### src/rtl/tic_pkg.sv
package tic_pkg;
  localparam int unsigned NCH   = 2;
  localparam int unsigned REG_W = 8;

  // bit positions within the register, per channel
  function automatic int unsigned tf_pos(int unsigned ch); return 5 + 2 * ch; endfunction
  function automatic int unsigned tr_pos(int unsigned ch); return 4 + 2 * ch; endfunction
  function automatic int unsigned ie_pos(int unsigned ch); return 1 + 2 * ch; endfunction
  function automatic int unsigned it_pos(int unsigned ch); return 2 * ch;     endfunction
endpackage

### src/rtl/tic_sync.sv
module tic_sync #(
  parameter int unsigned STAGES  = 2,
  parameter logic        RST_VAL = 1'b1
) (
  input  logic clk_i,
  input  logic rst_ni,
  input  logic d_i,
  output logic q_o
);
  logic [STAGES-1:0] q;

  always_ff @(posedge clk_i or negedge rst_ni) begin
    if (!rst_ni) q <= {STAGES{RST_VAL}};
    else         q <= {q[STAGES-2:0], d_i};
  end

  assign q_o = q[STAGES-1];
endmodule

### src/rtl/tic_tmr_slice.sv
module tic_tmr_slice (
  input  logic clk_i,
  input  logic rst_ni,
  input  logic wr_i,
  input  logic wdata_run_i,
  input  logic wdata_flag_i,
  input  logic ovf_i,
  input  logic ack_i,
  input  logic en_i,
  output logic run_o,
  output logic flag_o,
  output logic irq_o
);
  logic run_q, flag_q;

  always_ff @(posedge clk_i or negedge rst_ni) begin
    if (!rst_ni) begin
      run_q  <= 1'b0;
      flag_q <= 1'b0;
    end else begin
      if (wr_i) run_q <= wdata_run_i;
      // hardware set > acknowledge clear > software write
      if (ovf_i)      flag_q <= 1'b1;
      else if (ack_i) flag_q <= 1'b0;
      else if (wr_i)  flag_q <= wdata_flag_i;
    end
  end

  assign run_o  = run_q;
  assign flag_o = flag_q;
  assign irq_o  = flag_q & en_i;
endmodule

### src/rtl/tic_ext_slice.sv
module tic_ext_slice #(
  parameter int unsigned SYNC_STAGES = 2
) (
  input  logic clk_i,
  input  logic rst_ni,
  input  logic pin_ni,
  input  logic wr_i,
  input  logic wdata_mode_i,
  input  logic wdata_flag_i,
  input  logic ack_i,
  input  logic en_i,
  output logic mode_o,
  output logic flag_o,
  output logic irq_o
);
  logic pin_s, pin_prev, fall;
  logic mode_q, flag_q;

  tic_sync #(.STAGES(SYNC_STAGES), .RST_VAL(1'b1)) u_sync (
    .clk_i (clk_i),
    .rst_ni(rst_ni),
    .d_i   (pin_ni),
    .q_o   (pin_s)
  );

  always_ff @(posedge clk_i or negedge rst_ni) begin
    if (!rst_ni) pin_prev <= 1'b1;
    else         pin_prev <= pin_s;
  end

  assign fall = pin_prev & ~pin_s;

  always_ff @(posedge clk_i or negedge rst_ni) begin
    if (!rst_ni) begin
      mode_q <= 1'b0;
      flag_q <= 1'b0;
    end else begin
      if (wr_i) mode_q <= wdata_mode_i;
      if (mode_q) begin
        if (fall)       flag_q <= 1'b1;
        else if (ack_i) flag_q <= 1'b0;
        else if (wr_i)  flag_q <= wdata_flag_i;
      end else begin
        flag_q <= ~pin_s;  // level mode mirrors the pin
      end
    end
  end

  assign mode_o = mode_q;
  assign flag_o = flag_q;
  assign irq_o  = flag_q & en_i;
endmodule

### src/rtl/tmr_irq_ctl.sv
module tmr_irq_ctl
  import tic_pkg::*;
#(
  parameter int unsigned ADDR_W      = 8,
  parameter logic [ADDR_W-1:0] SFR_ADDR = 8'h88,
  parameter int unsigned SYNC_STAGES = 2
) (
  input  logic              clk_i,
  input  logic              rst_ni,
  input  logic [ADDR_W-1:0] sfr_addr_i,
  input  logic              sfr_wr_i,
  input  logic [7:0]        sfr_wdata_i,
  output logic [7:0]        sfr_rdata_o,
  input  logic [1:0]        ovf_i,
  input  logic [1:0]        ack_tmr_i,
  input  logic [1:0]        ext_n_i,
  input  logic [1:0]        ack_ext_i,
  input  logic [1:0]        tmr_en_i,
  input  logic [1:0]        ext_en_i,
  output logic [1:0]        run_o,
  output logic [1:0]        tmr_irq_o,
  output logic [1:0]        ext_irq_o
);
  logic wr_hit;
  logic [NCH-1:0] tf, ie, it;

  assign wr_hit = sfr_wr_i && (sfr_addr_i == SFR_ADDR);

  for (genvar c = 0; c < NCH; c++) begin : g_ch
    tic_tmr_slice u_tmr (
      .clk_i       (clk_i),
      .rst_ni      (rst_ni),
      .wr_i        (wr_hit),
      .wdata_run_i (sfr_wdata_i[tr_pos(c)]),
      .wdata_flag_i(sfr_wdata_i[tf_pos(c)]),
      .ovf_i       (ovf_i[c]),
      .ack_i       (ack_tmr_i[c]),
      .en_i        (tmr_en_i[c]),
      .run_o       (run_o[c]),
      .flag_o      (tf[c]),
      .irq_o       (tmr_irq_o[c])
    );

    tic_ext_slice #(.SYNC_STAGES(SYNC_STAGES)) u_ext (
      .clk_i       (clk_i),
      .rst_ni      (rst_ni),
      .pin_ni      (ext_n_i[c]),
      .wr_i        (wr_hit),
      .wdata_mode_i(sfr_wdata_i[it_pos(c)]),
      .wdata_flag_i(sfr_wdata_i[ie_pos(c)]),
      .ack_i       (ack_ext_i[c]),
      .en_i        (ext_en_i[c]),
      .mode_o      (it[c]),
      .flag_o      (ie[c]),
      .irq_o       (ext_irq_o[c])
    );
  end

  assign sfr_rdata_o = {tf[1], run_o[1], tf[0], run_o[0], ie[1], it[1], ie[0], it[0]};
endmodule

### config.mk
export PLATFORM = sky130hd
export DESIGN_NAME = tmr_irq_ctl
export DESIGN_NICKNAME = d
export VERILOG_FILES = /design/src/rtl/tic_pkg.sv /design/src/rtl/tic_sync.sv /design/src/rtl/tic_tmr_slice.sv /design/src/rtl/tic_ext_slice.sv /design/src/rtl/tmr_irq_ctl.sv
export SDC_FILE = /design/constraint.sdc
export NUM_CORES = 1
export LEC_CHECK = 0
export BUFFER_PORTS_ARGS = -buffer_cell sky130_fd_sc_hd__buf_2
export CAP_MARGIN = 30
export CORE_MARGIN = 4
export CORE_UTILIZATION = 35
export CTS_BUF_LIST = sky130_fd_sc_hd__clkbuf_8
export CTS_CLUSTER_SIZE = 24
export DETAILED_ROUTE_END_ITERATION = 6
export PLACE_DENSITY = 0.85
export SYNTH_ARGS = -nofsm -noshare
export SYNTH_HDL_FRONTEND = slang
export SYNTH_HIERARCHICAL = 1
export SYNTH_SLANG_ARGS = --single-unit
### constraint.sdc
create_clock -name clk_i -period 0.8 [get_ports clk_i]
set_input_delay 0.04 -clock clk_i [delete_from_list [all_inputs] [get_ports clk_i]]
set_output_delay 0.04 -clock clk_i [all_outputs]
set_load 0.005 [all_outputs]
# After elaboration in Yosys (flattened, before gate mapping)

Index checks and enable logic that the tools add are counted.

Register bits: 14
Input bits: 31
Output and inout port bits: 14
Word-level logic and storage cells: 40

Equal/unequal tests: 3
Multiplexer cells: 14
Bitwise logic cells: 8
Reductions and logical operators: 3

Operators with widths:

| cell               | number |
|---|---|
| $mux 1             | 14 |
| $eq 8x8->1 const B | 1 |
| $and 1x1->1        | 6 |
| $reduce_bool 3->1  | 2 |
| $ne 4x2->1 const B | 1 |
| $ne 4x3->1 const B | 1 |
| $not 1->1          | 2 |
| $logic_and 1x1->1  | 1 |

# Logic depth before layout (Yosys ltp)

Gate-level depths: netlist of run 1.

Word-level depth: 6
Gate-level depth with buffers: 4
Mapped depth without buffers: 4

# Hierarchy

Netlist of run 1, hierarchy kept.

Modules (own cells, without submodules):

| module        | times used | cells each | area each (um2) | sequential area each (um2) |
|---|---|---|---|---|
| tic_ext_slice | 2          | 10         | 127.6           | 76.3 |
| tic_tmr_slice | 2          | 6          | 85.1            | 50.0 |
| tic_sync      | 2          | 2          | 52.6            | 52.6 |
| tmr_irq_ctl   | 1          | 5          | 42.5            | 0.0 |

# Least setup slack after synthesis of run 1

No wires, ideal clock.

Kind: input port to flip-flop
Start point: input port sfr_addr_i[1]
End point: register g_ch[0].u_tmr.run_q
Library setup time: 0.125 ns
Arrival time: 1.437 ns
Required time: 0.675 ns
Path slack: -0.762 ns
Cell stages on the path: 3
Buffers on the path: 0
Cell sequence: or3_1 nor4_2 mux2_2

Cells in the longest elaborated chain, start to end: 2

RTL lines:

| item                   | RTL line            | source |
|---|---|---|
| start: declaration     | tmr_irq_ctl.sv:10   | `input logic [ADDR_W-1:0] sfr_addr_i,` |
| $eq 8x8->1             | tmr_irq_ctl.sv:27   | `assign wr_hit = sfr_wr_i && (sfr_addr_i == SFR_ADDR);` |
| $logic_and 1x1->1      | tmr_irq_ctl.sv:27   |  |
| via wr_hit             | tmr_irq_ctl.sv:24   | `logic wr_hit;` |
| end signal: assignment | tic_tmr_slice.sv:21 | `if (wr_i) run_q <= wdata_run_i;` |
| end: declaration       | tic_tmr_slice.sv:14 | `logic run_q, flag_q;` |

The timed path passes the listed nets, and every way through them passes these cells.
A chain may end at the register's enable or synchronous reset.

# Worst setup path after layout of run 1

Start point: input port sfr_addr_i[1]
End point: register g_ch[0].u_ext.flag_q

Cells in the longest elaborated chain, start to end: 3

RTL lines:

| item                        | RTL line            | source |
|---|---|---|
| $eq 8x8->1                  | tmr_irq_ctl.sv:27   |  |
| $logic_and 1x1->1           | tmr_irq_ctl.sv:27   |  |
| via wr_hit                  | tmr_irq_ctl.sv:24   |  |
| $ne 4x2->1 (no source line) | --                  |  |
| end signal: assignment      | tic_ext_slice.sv:42 | `else if (wr_i) flag_q <= wdata_flag_i;` |
| end signal: assignment      | tic_ext_slice.sv:44 | `flag_q <= ~pin_s;` |
| end: declaration            | tic_ext_slice.sv:17 | `logic mode_q, flag_q;` |

The timed path passes the listed nets, and every way through them passes these cells.

==> results of run 1 <==
per-stage QoR:
stage / TNS, ns / setup slack, ns
after global placement: -3.63 / -0.513
after floorplan: -3.73 / -0.552
after global routing: -3.28 / -0.315
final: -2.41 / -0.268
after detailed placement: -3.99 / -0.572
after CTS: -2.37 / -0.259
worst paths after layout:
| check | start | end |
|---|---|---|
| worst max-delay path | sfr_addr_i[1] | g_ch[0].u_ext/flag_o |
| worst min-delay path | ack_ext_i[0] | g_ch[0].u_ext/flag_o |
| worst max register to register | g_ch[0].u_ext/flag_o | g_ch[0].u_ext/flag_o |
| worst min register to register | g_ch[0].u_ext/u_sync/q[0] | g_ch[0].u_ext/u_sync/q[1] |
| max in group asynchronous | rst_ni | g_ch[0].u_ext/u_sync/q[0] |
| min in group asynchronous | rst_ni | g_ch[0].u_tmr/run_o |
flip-flops by register name (all words and copies together) (netlist names):
| name | flops |
|---|---|
| g_ch.u_tmr/run_o | 2 |
| g_ch.u_ext/u_sync/q | 4 |
| g_ch.u_ext/pin_prev | 2 |
| g_ch.u_ext/flag_o | 2 |
| g_ch.u_ext/mode_o | 2 |
| g_ch.u_tmr/flag_o | 2 |
layout make-up:
class	count	area [sq um]
fill	128	498
inverter	2	7.51
clock buffer	4	55.1
tap	16	20.0
timing repair buffer	58	368
sequential	14	358
multi-input combinational	23	218
layer usage:
layer	routed length [microns]	global-route usage	vias to the layer above
met5	0	0	-
met4	16	0.0538	0
met3	209	0.0675	2
met2	843	0.241	39
met1	522	0.145	243
li1	-	-	260
worst max-delay path, stage by stage:
cell and delay (ns):
buf_6 0.09, or3_4 0.39, nor4_4 0.16, buf_6 0.18, mux2i_2 0.24, o32ai_2 0.10
Yosys cell counts (all sizes together):
| cell type | count | area [sq um] |
|---|---|---|
| o21ai | 2 | 10.0 |
| o32ai | 2 | 32.5 |
| buf | 2 | 15.0 |
| dfrtp | 8 | 200 |
| nor2b | 2 | 12.5 |
| o21bai | 2 | 15.0 |
| inv | 2 | 7.51 |
| and2 | 4 | 25.0 |
| mux2i | 4 | 40.0 |
| nor4 | 1 | 12.5 |
| mux2 | 2 | 22.5 |
| dfstp | 6 | 158 |
| nand4b | 1 | 8.76 |
| or3 | 1 | 6.26 |
| nand2 | 2 | 7.51 |
kinds of logic (layout without fill, tap and decap cells):
kind of cell	Yosys count	count (layout)	share of synthesized area
flops	14	14	0.624
simple gates	11	11	0.127
compound gates	6	6	0.100
mux	6	6	0.109
buf+inv	4	64	0.0393
report_power, final:
| part | switching (mW) | leakage (nW) | internal, mW |
|---|---|---|---|
| clock network | 0.262 | 0.0288 | 0.436 |
| logic | 0.102 | 0.327 | 0.175 |
| registers | 0.0252 | 0.155 | 0.766 |
repair_timing:
action | CTS | global route
setup buffers | 3 | 0
gates resized for setup | 5 | 1
endpoints found under the hold margin | 20 | 0
hold buffers | 9 | 0
pin swaps | 4 | 0
setup endpoints to repair | 22 | 22
==> reports/metrics.yaml, run 1 <==
outcome:
  outcome: "complete, but fails checks"
  violations: "negative setup slack"
clock_network:
  cts_tree: "built"
  worstSkewPairLatency_ns: 0.25
  clockBufferDepth: 2
  root_buffer: "clkbuf_8"
  path_clk_slew_ns: 0.06
  cts.sinks: 14
  h-tree-depth: 1
  cts_made_buffers: 3
route:
  vias: 544
  drt_wl_total_microns: 1590
  antenna_left: 0
  initialDrtViolationCount: 1
  dr.pass1.iters: 2
  via_per_inst: 4.65
  wl_per_cell_microns: 13.6
  drc_errors: 0
layout:
  area_growth_pct: 79.0
  drive_gt1_frac: 0.653
  antenna-diode-count: 0
  layoutNonFillerInstCount: 117
  layout_commonest_cell: "buf_2"
  final_cell_mix: "buf_2 (42), dlygate4sd3_1 (9), dfrtp_1 (8)"
  layout.nets: 133
  stdcell_area_sq_um: 1030
  final_core_util: 0.673
worst_setup_path:
  rrSetupSlack_ns: -0.09
  start_kind: "input pin"
  cp_max_fo: 7
  required_ns: 0.93
  critPathCaptureType: "flop"
  rr_worst_depth: 3
  arrival_ns: 1.20
  crit_type: "input pin to flop"
grt:
  grt_pass1_vias: 574
  grt.overflow.total: 0
  track_usage: 0.140
  grt_antenna_before_repair: 0
  grt_pass1_wl_microns: 2530
  grt_max_degree: 15
place:
  port_buffers: 44
  dpl.cell_count: 101
  place_hpwl_microns: 1050
  postPlaceCellArea_sq_um: 831
  gp_congestion: 0.666
synth:
  yosys_warnings: 6
  syn_nets: 72
  synth_area_sq_um: 573
  ys_ff_latch: 14
  syn_inst: 41
  yosysUniqueCellTypes: 15
  synth.avg_cell_area_sq_um: 14.0
  ys_seq_area_frac: 0.624
power_and_ir_drop:
  ir_drop_v: 0.00118
  p_leak_nw: 0.511
  powerDensity_nw_per_um2: 1720
  p_total_mw: 1.77
die:
  io_pins: 45
  die-area_sq_um: 2350
  die_w_microns: 48.5
  initial_core_util: 0.376
  die_height_microns: 48.5
  core_area_sq_um: 1520
  row_count: 14
hold_path:
  min_delay_path_depth: 2
  hold_class: "input pin to flop"
timing:
  hold_slack_ns: 0.00357
  finClkSkew_ns: 0.00346
  hold_viol: 0
  layout_setup_ws_ns: -0.268
  fmax_mhz: 936
  fin_crit_sh: 1.34
  tightest_slew_ns: 0.299
  rsz0062_at_grt: "true"
  final_max_slew_viol_count: 0
  finalSetupViolCount: 19
  slew_headroom: 0.801
  min_period_ns: 1.07
job:
  maxCapViolations: 0
No activity file was read; power rests on OpenSTA's default activity.
==> run 2: changes to the inputs <==
--- a/config.mk
+++ b/config.mk
@@ -8,11 +8,12 @@
 export BUFFER_PORTS_ARGS = -buffer_cell sky130_fd_sc_hd__buf_2
 export CAP_MARGIN = 30
 export CORE_MARGIN = 4
-export CORE_UTILIZATION = 35
+export CORE_UTILIZATION = 42
 export CTS_BUF_LIST = sky130_fd_sc_hd__clkbuf_8
 export CTS_CLUSTER_SIZE = 24
 export DETAILED_ROUTE_END_ITERATION = 6
-export PLACE_DENSITY = 0.85
+export PLACE_DENSITY = 0.95
+export REMOVE_ABC_BUFFERS = 1
 export SYNTH_ARGS = -nofsm -noshare
 export SYNTH_HDL_FRONTEND = slang
 export SYNTH_HIERARCHICAL = 1
==> constraint.sdc (replaced) <==
create_clock -name clk_i -period 1.35 [get_ports clk_i]
set_input_delay 0.0675 -clock clk_i [delete_from_list [all_inputs] [get_ports clk_i]]
set_output_delay 0.0675 -clock clk_i [all_outputs]
set_load 0.005 [all_outputs]
==> reports/metrics.yaml, run 2 (synthesis gave the netlist of run 1 again) <==
timing:
  hold_slack_ns: 0.00533
  finalSetupViolCount: 0
  finClkSkew_ns: 0.000136
  tightest_slew_ns: 0.299
  fin_crit_sh: 0.852
  hold_viol: 0
  final_max_slew_viol_count: 0
  slew_headroom: 0.801
  fmax_mhz: 869
  rsz0062_at_grt: "false"
  min_period_ns: 1.15
  layout_setup_ws_ns: 0.200
clock_network:
  path_clk_slew_ns: 0.05
  cts.sinks: 14
  cts_made_buffers: 3
  ctsHoldBuffers: 3
  worstSkewPairLatency_ns: 0.24
  ctsResizeCount: 0
  h-tree-depth: 1
  root_buffer: "clkbuf_8"
  cts_tree: "built"
  clockBufferDepth: 2
  cts_post_setup_buffers_inserted: 0
route:
  initialDrtViolationCount: 2
  antenna_left: 0
  vias: 506
  drc_errors: 0
  drt_wl_total_microns: 1350
  wl_per_cell_microns: 12.6
  dr.pass1.iters: 3
  via_per_inst: 4.73
layout:
  regMostFlops: "g_ch.u_ext/u_sync/q"
  layout_commonest_cell: "buf_2"
  layout.nets: 125
  fillers: 96
  final_core_util: 0.693
  antenna-diode-count: 0
  multi_input_area_sq_um: 193
  drive_gt1_frac: 0.663
  final_cell_mix: "buf_2 (44), dfrtp_1 (8), dfstp_2 (6)"
  layoutNonFillerInstCount: 107
  seq_area_sq_um: 358
  largest_reg_flops: 4
  area_growth_pct: 55.5
die:
  core_area_sq_um: 1280
  initial_core_util: 0.446
  row_count: 13
  die_height_microns: 44.9
  die-area_sq_um: 2020
  io_pins: 45
  die_w_microns: 44.9
power_and_ir_drop:
  p_total_mw: 0.922
  ir_drop_v: 0.000699
  powerDensity_nw_per_um2: 1030
  p_leak_nw: 0.454
place:
  place_hpwl_microns: 1090
  gp_congestion: 0.688
  dpl.cell_count: 101
  place_ws_ns: -0.0805
  port_buffers: 44
worst_setup_path:
  required_ns: 1.47
  arrival_ns: 1.27
  critPathCaptureType: "flop"
  crit_type: "input pin to flop"
  start_kind: "input pin"
  cp_max_fo: 5
grt:
  grt_pass1_wl_microns: 2080
  grt_use_met1: 0.146
  track_usage: 0.154
  use_met3: 0.0717
  grt.overflow.total: 0
  grt_antenna_before_repair: 0
  busiest_layer: "met2"
  grt_max_degree: 15
  grt_pass1_vias: 558
  use_met2: 0.251
outcome:
  outcome: "complete, no violations"
job:
  maxCapViolations: 0
hold_path:
  hold_class: "input pin to flop"
-- run 2: final timing paths --
check	from	end	slack, ns	cells after the start
hold reg to reg	g_ch[0].u_ext/u_sync/q[0]	g_ch[0].u_ext/u_sync/q[1]	0.35	0
max in group asynchronous	rst_ni	g_ch[0].u_ext/pin_prev	0.82	2
min in group asynchronous	rst_ni	g_ch[0].u_tmr/run_o	0.25	2
setup / recovery	sfr_addr_i[1]	g_ch[1].u_tmr/run_o	0.20	5
hold / removal	ack_tmr_i[1]	g_ch[1].u_tmr/flag_o	0.005	2
setup reg to reg	g_ch[1].u_tmr/run_o	g_ch[1].u_tmr/run_o	0.57	1
-- run 2: critical path: stages --
cell and delay, ns:
buf_2 0.09, or3_1 0.37, nor4_2 0.20, buf_4 0.21
mux2_2 0.33
-- run 2: layout make-up --
| cell class | instances | share of cell area |
|---|---|---|
| flip-flops and latches | 14 | 0.402 |
| repair buffers | 50 | 0.306 |
| multi-input cells | 23 | 0.216 |
| clock buffers | 3 | 0.0463 |
| well taps | 15 | 0.0211 |
| inverters | 2 | 0.00843 |
-- run 2: power by group --
group / internal [mW] / leakage, nW / switching [mW] / total, mW
sequential: 0.454 / 0.155 / 0.0146 / 0.469
clock: 0.196 / 0.0216 / 0.128 / 0.324
combinational: 0.0781 / 0.277 / 0.0501 / 0.128
total: 0.729 / 0.454 / 0.193 / 0.922
-- run 2: layer usage --
layer  part of all wire  wire [microns]  vias up
li1                   -               -      243
met1               0.38             512      214
met2               0.42             564       44
met3               0.17             226        5
met4              0.030              41        0
met5                  0               0        -
-- run 2: through the flow --
| stage | cell area [sq um] | setup TNS (ns) |
|---|---|---|
| 3_3_place_gp | 820 | -0.00754 |
| 5_1_grt | 891 | 0 |
| 2_1_floorplan | 558 | -1.32 |
| 6_report | 891 | 0 |
| 3_5_place_dp | 820 | -0.287 |
| 4_1_cts | 891 | 0 |
==> run 3: changes to the inputs <==
--- a/config.mk
+++ b/config.mk
@@ -5,10 +5,11 @@
 export SDC_FILE = /design/constraint.sdc
 export NUM_CORES = 1
 export LEC_CHECK = 0
+export ABC_AREA = 1
 export BUFFER_PORTS_ARGS = -buffer_cell sky130_fd_sc_hd__buf_2
 export CAP_MARGIN = 30
 export CORE_MARGIN = 4
-export CORE_UTILIZATION = 42
+export CORE_UTILIZATION = 44
 export CTS_BUF_LIST = sky130_fd_sc_hd__clkbuf_8
 export CTS_CLUSTER_SIZE = 24
 export DETAILED_ROUTE_END_ITERATION = 6
==> reports/metrics.yaml, run 3 <==
route:
  antenna_left: 0
  initialDrtViolationCount: 7
  drt_wl_total_microns: 1560
  drc_errors: 0
  via_per_inst: 4.53
  wl_per_cell_microns: 11.3
  vias: 625
  dr.pass1.iters: 4
grt:
  grt_antenna_before_repair: 0
  grt.overflow.total: 0
  grt_pass1_wl_microns: 2500
  track_usage: 0.169
  grt_pass1_vias: 639
  grt_max_degree: 15
place:
  port_buffers: 44
  gp_congestion: 0.669
  place_hpwl_microns: 1250
timing:
  rsz0062_at_grt: "false"
  hold_viol: 0
  fin_crit_sh: 0.681
  fmax_mhz: 1090
  final.setup.tns_ns: 0
  final_max_slew_viol_count: 0
  finalSetupViolCount: 0
  tightest_slew_ns: 0.309
  finClkSkew_ns: 0.00350
  slew_headroom: 0.794
  min_period_ns: 0.919
worst_setup_path:
  arrival_ns: 0.85
  critPathCaptureType: "primary output"
  cp_max_fo: 3
  cp_cell_sequence: "nand2_1, inv_1, buf_2"
  start_kind: "flop"
  required_ns: 1.28
  slowest_stage: "dfrtp_1"
  crit_type: "flop to primary output"
  cpPeakStageDelay_ns: 0.39
layout:
  fillers: 107
  largest_reg_flops: 4
  regMostFlops: "g_ch.u_ext/u_sync/q"
  layout.nets: 155
  multi_input_area_sq_um: 193
  final_core_util: 0.713
  antenna-diode-count: 0
  drive_gt1_frac: 0.520
  layout_commonest_cell: "buf_2"
  seq_area_sq_um: 358
  final_cell_mix: "buf_2 (44), inv_1 (20), nand2_1 (14)"
  area_growth_pct: 47.6
synth:
  yosys-top-cells-count: "inv_1 (19), nand2_1 (14), dfrtp_1 (8)"
  syn_inst: 73
  ys_ff_latch: 14
  yosysUniqueCellTypes: 14
  yosys_warnings: 6
  synth.area.top_cells: "dfrtp_1 (31%), dfstp_2 (24%), inv_1 (11%), nand2_1 (8.2%), nand2_2 (3.9%)"
  synth.avg_cell_area_sq_um: 8.83
  synth_area_sq_um: 644
  synth-edff-count: 0
  async_flop_share: 1.00
  ys_seq_area_frac: 0.555
  synth-main-ff-cell: "dfrtp_1"
  yosysMostFrequentCell: "inv_1"
  yosys.area.top_type_share: 0.311
  yosysTopAreaCell: "dfrtp_1"
clock_network:
  cts.sinks: 14
  root_buffer: "clkbuf_8"
  cts_made_buffers: 3
  h-tree-depth: 1
  cts_tree: "built"
  cts_post_setup_buffers_inserted: 0
  worstSkewPairLatency_ns: 0.24
  path_clk_slew_ns: 0.06
  clockBufferDepth: 2
power_and_ir_drop:
  powerDensity_nw_per_um2: 996
  p_leak_nw: 0.569
  ir_drop_v: 0.000705
die:
  die-area_sq_um: 2140
  die_w_microns: 46.3
  row_count: 13
  initial_core_util: 0.483
  io_pins: 45
  die_height_microns: 46.3
  core_area_sq_um: 1330
outcome:
  outcome: "complete, no violations"
hold_path:
  hold_class: "input pin to flop"
job:
  maxCapViolations: 0
[run 3: layout make-up]
cell class | count | share of cell area
sequential | 14 | 0.376
multi-input combinational | 36 | 0.203
clock buffer | 3 | 0.0434
tap | 15 | 0.0197
inverter | 21 | 0.0829
clock inverter | 1 | 0.00395
timing repair buffer | 48 | 0.271
[run 3: logic make-up after synthesis]
group                  after synthesis  share of synthesized area
flip-flops                          14                      0.555
AND/OR/NAND/NOR                     32                      0.249
AO/OA/AOI/OAI                        4                     0.0505
buffers and inverters               23                      0.146
[run 3: stage by stage]
stage	instance area [sq um]	setup WS [ns]	std cells	power (mW)	hold slack (ns)
global placement	876	0.429	131	0.603	-0.0335
finish	951	0.431	138	0.947	0.0144
global route	951	0.373	138	1.00	0.0301
floorplan	629	0.245	71	0.524	-0.228
CTS	951	0.416	138	0.964	0.00879
detailed placement	876	0.387	131	0.611	-0.0259
[run 3: worst paths after layout]
path	start	end	slack [ns]	cells after the start
max in group asynchronous	rst_ni	g_ch[1].u_ext/u_sync/q[1]	0.81	2
worst max-delay path	g_ch[1].u_ext/flag_o	ext_irq_o[1]	0.43	3
min in group asynchronous	rst_ni	g_ch[1].u_ext/flag_o	0.25	2
worst max register to register	g_ch[1].u_ext/u_sync/q[1]	g_ch[1].u_ext/flag_o	0.53	2
worst min-delay path	ovf_i[0]	g_ch[0].u_tmr/flag_o	0.01	3
worst min register to register	g_ch[0].u_ext/u_sync/q[0]	g_ch[0].u_ext/u_sync/q[1]	0.36	0
[run 3: worst max-delay path: cells and delay by family, from the launching register on]
family                 cells  cell delay [ns]
flip-flops                 1             0.39
buffers and inverters      2             0.14
AND/OR/NAND/NOR            1             0.07
[run 3: routing by layer]
layer | global-route usage | share of wire
met5 | 0 | 0
met4 | 0.0682 | 0.012
met3 | 0.0352 | 0.097
met2 | 0.338 | 0.54
met1 | 0.160 | 0.35
[run 3: where the power goes]
group          total, mW  switching (mW)  leakage [nW]  internal (mW)
Combinational      0.137          0.0609         0.387         0.0764
Clock              0.338           0.138        0.0269          0.201
Sequential         0.471          0.0175         0.155          0.454
[run 3: what timing repair did]
item / in CTS / in global routing
hold endpoints to repair: 16 / 0
gates resized for setup: 0 / 0
hold buffers: 3 / 0
